--- src/rtl/uart_irq_ctrl.sv ---
module uart_irq_ctrl #(
  parameter int DATA_W = 8
) (
  input  logic              clk,
  input  logic              rst_n,
  input  logic              bus_wr,
  input  logic              bus_rd,
  input  logic [1:0]        bus_addr,
  input  logic [DATA_W-1:0] bus_wdata,
  output logic [DATA_W-1:0] bus_rdata,
  input  logic              tx_load,
  output logic [DATA_W-1:0] tx_data,
  input  logic              rx_load,
  input  logic [DATA_W-1:0] rx_byte,
  input  logic [2:0]        err_set,
  output logic              irq
);
  localparam logic [1:0] A_STAT = 2'd0;
  localparam logic [1:0] A_CTRL = 2'd1;
  localparam logic [1:0] A_TX   = 2'd2;
  localparam logic [1:0] A_RX   = 2'd3;
  localparam logic [1:0] FULL   = 2'd2;

  logic              rx_thr, tx_ie, rx_ie, err_ie;
  logic              tx_empty;
  logic [DATA_W-1:0] tx_buf, rx_q0, rx_q1;
  logic [1:0]        rx_cnt, cnt_nxt, wpos;
  logic [2:0]        err_flg, err_nxt, err_clr;
  logic              tx_nxt, rx_pop, rx_push, rx_ovr, rx_room;
  logic              tx_rise, rdy_rise, sec_rise, err_rise, irq_nxt;

  wire wr_stat = bus_wr && bus_addr == A_STAT;
  wire wr_ctrl = bus_wr && bus_addr == A_CTRL;
  wire wr_tx   = bus_wr && bus_addr == A_TX;

  assign rx_pop  = bus_rd && bus_addr == A_RX && rx_cnt != 2'd0;
  assign rx_room = rx_cnt != FULL || rx_pop;
  assign rx_push = rx_load && rx_room;
  assign rx_ovr  = rx_load && !rx_room;
  assign wpos    = rx_cnt - {1'b0, rx_pop};
  assign cnt_nxt = wpos + {1'b0, rx_push};

  assign tx_nxt  = wr_tx ? 1'b0 : (tx_load ? 1'b1 : tx_empty);
  assign err_clr = wr_stat ? bus_wdata[6:4] : 3'b000;
  assign err_nxt = (err_flg & ~err_clr) | err_set | {rx_ovr, 2'b00};

  assign tx_rise  = tx_nxt && !tx_empty;
  assign rdy_rise = cnt_nxt != 2'd0 && rx_cnt == 2'd0;
  assign sec_rise = cnt_nxt == FULL && rx_cnt != FULL;
  assign err_rise = |(err_nxt & ~err_flg);
  assign irq_nxt  = (tx_ie && tx_rise) || (rx_ie && (rx_thr ? sec_rise : rdy_rise))
                 || (err_ie && err_rise);

  always_ff @(posedge clk or negedge rst_n) begin
    if (!rst_n) begin
      {rx_thr, tx_ie, rx_ie, err_ie} <= '0;
      tx_empty <= 1'b1;
      tx_buf   <= '0;
      rx_q0    <= '0;
      rx_q1    <= '0;
      rx_cnt   <= '0;
      err_flg  <= '0;
      irq      <= 1'b0;
    end else begin
      if (wr_ctrl) begin
        rx_thr <= bus_wdata[1];
        tx_ie  <= bus_wdata[4];
        rx_ie  <= bus_wdata[5];
        err_ie <= bus_wdata[6];
      end
      if (wr_tx) tx_buf <= bus_wdata;
      if (rx_pop) rx_q0 <= rx_q1;
      if (rx_push) begin
        if (wpos == 2'd0) rx_q0 <= rx_byte;
        else              rx_q1 <= rx_byte;
      end
      tx_empty <= tx_nxt;
      rx_cnt   <= cnt_nxt;
      err_flg  <= err_nxt;
      irq      <= irq_nxt;
    end
  end

  assign tx_data = tx_buf;

  always_comb begin
    bus_rdata = '0;
    case (bus_addr)
      A_STAT:  bus_rdata[6:0] = {err_flg, rx_cnt == FULL, 1'b0, rx_cnt != 2'd0, tx_empty};
      A_CTRL:  bus_rdata[6:0] = {err_ie, rx_ie, tx_ie, 2'b00, rx_thr, 1'b0};
      A_TX:    bus_rdata = tx_buf;
      default: bus_rdata = rx_q0;
    endcase
  end

  AST_TX_LOAD_SETS: assert property (@(posedge clk) disable iff (!rst_n)
    tx_load && !wr_tx |=> tx_empty);
  AST_TX_WRITE_CLEARS: assert property (@(posedge clk) disable iff (!rst_n)
    wr_tx |=> !tx_empty);
  AST_NO_IRQ_DISABLED: assert property (@(posedge clk) disable iff (!rst_n)
    !(tx_ie || rx_ie || err_ie) |=> !irq);
  AST_RX_BOUNDED: assert property (@(posedge clk) disable iff (!rst_n)
    rx_cnt <= FULL);
  AST_ERR_STICKY: assert property (@(posedge clk) disable iff (!rst_n)
    !wr_stat |=> (err_flg & $past(err_flg)) == $past(err_flg));
  AST_OVERRUN: assert property (@(posedge clk) disable iff (!rst_n)
    rx_load && rx_cnt == FULL && !rx_pop |=> err_flg[2] && rx_cnt == FULL);
endmodule

--- config.mk ---
export PLATFORM = sky130hd
export DESIGN_NAME = uart_irq_ctrl
export DESIGN_NICKNAME = d
export VERILOG_FILES = /design/src/rtl/uart_irq_ctrl.sv
export SDC_FILE = /design/constraint.sdc
export NUM_CORES = 1
export LEC_CHECK = 0
export ABC_AREA = 1
export BUFFER_PORTS_ARGS = -buffer_cell sky130_fd_sc_hd__buf_4
export CAP_MARGIN = 20
export CORE_MARGIN = 2
export CORE_UTILIZATION = 40
export CTS_CLUSTER_SIZE = 24
export DETAILED_ROUTE_END_ITERATION = 10
export SYNTH_ARGS = -nofsm -noshare
export SYNTH_HDL_FRONTEND = slang
export SYNTH_SLANG_ARGS = --single-unit
export TNS_END_PERCENT = 1
--- constraint.sdc ---
create_clock -name clk -period 3.75 [get_ports clk]
set_input_delay 0.75 -clock clk [delete_from_list [all_inputs] [get_ports clk]]
set_output_delay 0.75 -clock clk [all_outputs]
set_load 0.05 [all_outputs]
# --- After elaboration in Yosys (flattened, before gate mapping) ---
# Cells that the tools add are included.
totals:
  ff_bits: 35
  input_bits: 27
  out_inout_bits: 17
  elab_cells: 61
op_classes:
  n_addsub: 2
  eq_ne: 6
  mux: 9
  bitwise_logic: 7
  reduce_logical: 26
ops:
  columns: ["op", "n"]
  rows:
  - ["two-way mux 8 bit", 3]
  - ["case mux 7 bit (3 select lines)", 1]
  - ["logical AND 1 bit", 13]
  - ["equality test 2 bit (second input constant)", 4]
  - ["AND 3 bit", 2]
  - ["logical NOT 2 bit", 3]
  - ["NOT 3 bit", 2]
  - ["OR 3 bit", 2]
  - ["nonzero test 2 bit", 2]
  - ["logical OR 1 bit", 3]
  - ["two-way mux 1 bit", 3]
  - ["two-way mux 3 bit", 1]
  - ["OR reduction 3 bit", 1]
  - ["adder 2 x 1 -> 2 bit", 1]
  - ["equality test 2 x 1 -> 1 bit (second input constant)", 1]
  - ["logical NOT 1 bit", 2]
  - ["inequality test 2 bit (second input constant)", 1]
  - ["case mux 1 bit (2 select lines)", 1]
  - ["AND reduction 2 bit", 1]
  - ["OR reduction 2 bit", 1]
  - ["subtractor 2 x 1 -> 2 bit", 1]
  - ["NOT 1 bit", 1]

# --- Longest topological paths before layout ---
depth:
  word_depth: 12
  mapped_depth: 10
  depth_no_buf: 10

# --- Least setup slack after synthesis ---
# Ideal clock, no wire load.
synth_timing:
  kind: "input to output"
  start: "input port bus_addr[0]"
  end: "output port bus_rdata[2]"
  arrival_ns: 1.935
  required_time_ns: 3.000
  slack_ns: 1.065
  stages: 2
  n_path_buf: 0
  path_cell_list: "nand2_2 o21ai_0"
synth_between:
  elab_chain_len: 2
  word_cells_on_any_way: 4
  cone_classes: "eq/ne: 2; mux: 1; reduce/logical: 1"
synth_lines:
  columns: ["element", "line", "rtl"]
  rows:
  - ["from (decl)", "8", "input logic [1:0] bus_addr,"]
  - ["equality test 2 bit (tied with other cells)", "88", "case (bus_addr)"]
  - ["case mux 7 bit (3 select lines) (*)", "88", null]
  - ["to (decl)", "10", "output logic [DATA_W-1:0] bus_rdata,"]
# Every way passes the cells marked *; elsewhere a longest branch is shown, timed or not.

# --- Worst setup path after layout ---
layout_timing:
  start: "input port bus_addr[1]"
  end: "output port bus_rdata[5]"
# Same word-level chain as after synthesis.

==> run metrics <==
outcome finished, final reports clean; number of synthesized flops with an enable pin 0; DIE HEIGHT 70.51 um; Synth area leaders dfrtp_1 (48%), nand2_1 (14%), inv_1 (6.8%); gpl congestion 0.8959; Static Leak 1.160 nW; area leader, netlist dfrtp_1; dominant synthesized flop cell dfrtp_1; clk buf depth 2; fmax 0.3953 GHz; Post-synth ARST share 1.000; power per cell area 670.9 nW/um^2; Largest delay share family, worst path buffers and inverters; Die Area 4971 um^2; Layout Cell Area excl Fill 2250 um^2; crit-path most repeated cell buf_4; Reg clk slew, reported paths 0.07 ns; Starting Density 0.4120; commonest non-fill, non-tap cell in the layout nand2_1; Total Wirelength 4000 um; DIE WIDTH 70.51 um; CP max stage cell nor2_1; Final Hold Fails 0; Worst path max stage delay 0.36 ns; Buf/Inv on CP 2; Post-route DRC 0; Iteration-0 DRC Markers 60; CP arrival 1.78 ns; reg2reg setup slack 2.02 ns; cells after synthesis 212; largest net degree at the start of global routing 36; fill cell count 459; cell breakdown of the critical path buf_4 -> nor2_1 -> a221oi_1 -> o21ai_0 -> buf_4; cell area after synthesis 1769 um^2; CP required 3.00 ns; Worst VDD drop 0.3666 mV; setup_tns 0 ns; Core Area 4294 um^2; clk sinks 35; Worst Tran Pin Value 0.5382 ns; CTS H-tree lvls 2; CTS-repair resized insts 0; dpl cell area 2132 um^2; share of cells above drive strength 1 0.3000; Setup Buffers After CTS 0; final worst-path cycle share 0.6746; Post-Syn Nets 240; Slew Viols, Final 0; nets 287; Pre-antenna DRT Iters 4; worst clock skew 0.004129 ns; Tmin final 2.530 ns; average size of a mapped cell 8.345 um^2; kind of critical path input pin to primary output; remaining antenna violation count 0; Congestion Overflow GR 0; synthesis-stage register bit count 35; yosys warns 0; Area Growth Syn to Fin 27.16%; synth unique cells 27; largest fanout on the critical path 7; Via density 4.808; RSZ-0062 raised after global routing no; crit end category primary output; most frequent cells in the layout nand2_1 (64), buf_4 (43), dfrtp_1 (34), inv_1 (32), o21ai_0 (20); CTS tree done; post-cts hold buffer count 0; gr usage total 0.1735; Finish-stage setup viols 0; initial antenna violation count 0; Max transition margin 0.6398; number of max-cap violations 0; row cnt 24; clock latency on the worst-skew pair 0.29 ns; crit path launch type input pin; register area share after synthesis 0.4958; CTS root buffer clkbuf_8; DP HPWL 3094 um; worst hold path class input pin to asynchronous set/reset pin; cts bufs inserted 5; top-area cell type share of the netlist area 0.4809; vias in the first global route 1418; first-pass GRT wire length 6734 um; IO buf count 43; wire length per cell 12.82 um; routed vias 1500; diode count 0; Boundary Pins 44
-- Yosys cell counts, drive strengths merged (2+ instances only) --
library cell,n
nand2,72
o2111ai,2
dfrtp,34
o21ai,33
buf,3
nor2,10
mux2,4
inv,34
nand3,9
a31oi,4
-- path summary, 6_finish.rpt --
kind,start,to,depth (start not counted)
max,bus_addr[1],bus_rdata[5],5
min,rst_n,irq$_DFF_PN0_,1
max reg2reg,rx_cnt[1]$_DFF_PN0_,irq$_DFF_PN0_,10
min reg2reg,rx_q1[2]$_DFFE_PN0P_,rx_q1[2]$_DFFE_PN0P_,2
max in group asynchronous,rst_n,tx_empty$_DFF_PN1_,1
min in group clk,rx_q1[2]$_DFFE_PN0P_,rx_q1[2]$_DFFE_PN0P_,2
-- per-stage QoR --
step | hold slack, ns | total power (W) | util | setup slack (ns) | instances
after floorplan | 0.4496 | 0.001015 | - | 1.065 | 212
after global placement | 0.4621 | 0.001168 | 0.4965 | 1.234 | 304
after detailed placement | 0.4682 | 0.001174 | 0.4965 | 1.213 | 304
after CTS | 0.4244 | 0.001532 | 0.5239 | 1.210 | 312
after global routing | 0.4405 | 0.001622 | 0.5239 | 1.120 | 312
final | 0.4113 | 0.001509 | 0.5239 | 1.220 | 312
-- cell type report --
class	count	area, um^2	share of cell area
multi-input combinational	140	739.5	0.3287
timing repair buffer	43	322.8	0.1435
clock inverter	2	35.03	0.01557
clock buffer	6	82.58	0.03671
inverter	34	127.6	0.05673
sequential	35	877.1	0.3899
tap	52	65.06	0.02892
-- state kept, by name, indices dropped and copies added, names as in the netlist --
register / count
err_flg: 3
err_ie: 1
irq: 1
rx_cnt: 2
rx_ie: 1
rx_q0: 8
rx_q1: 8
rx_thr: 1
tx_data: 8
tx_empty: 1
tx_ie: 1
-- logic make-up (layout without fill, tap and decap cells) --
group	after synthesis	in the layout	share of synthesized area
fa+ha+maj	1	1	0.007071
mux	4	4	0.02546
flops	35	35	0.4958
buf+inv	37	85	0.08628
simple gates	93	93	0.2299
compound gates	42	42	0.1556
-- power by group --
| part | total, W | internal [W] | switching, W |
|---|---|---|---|
| Clock | 0.000351 | 0.000215 | 0.000136 |
| Sequential | 0.000581 | 0.000503 | 0.0000782 |
| Combinational | 0.000578 | 0.000200 | 0.000377 |
-- per-layer routing --
layer / GRT usage / up-vias / part of all wire
met3: 0.04473 / 4 / 0.045
met5: 0 / - / 0
met1: 0.2500 / 699 / 0.50
met4: 0.05128 / 0 / 0.011
li1: - / 768 / -
met2: 0.2579 / 29 / 0.45
(Power assumes the default switching activity.)
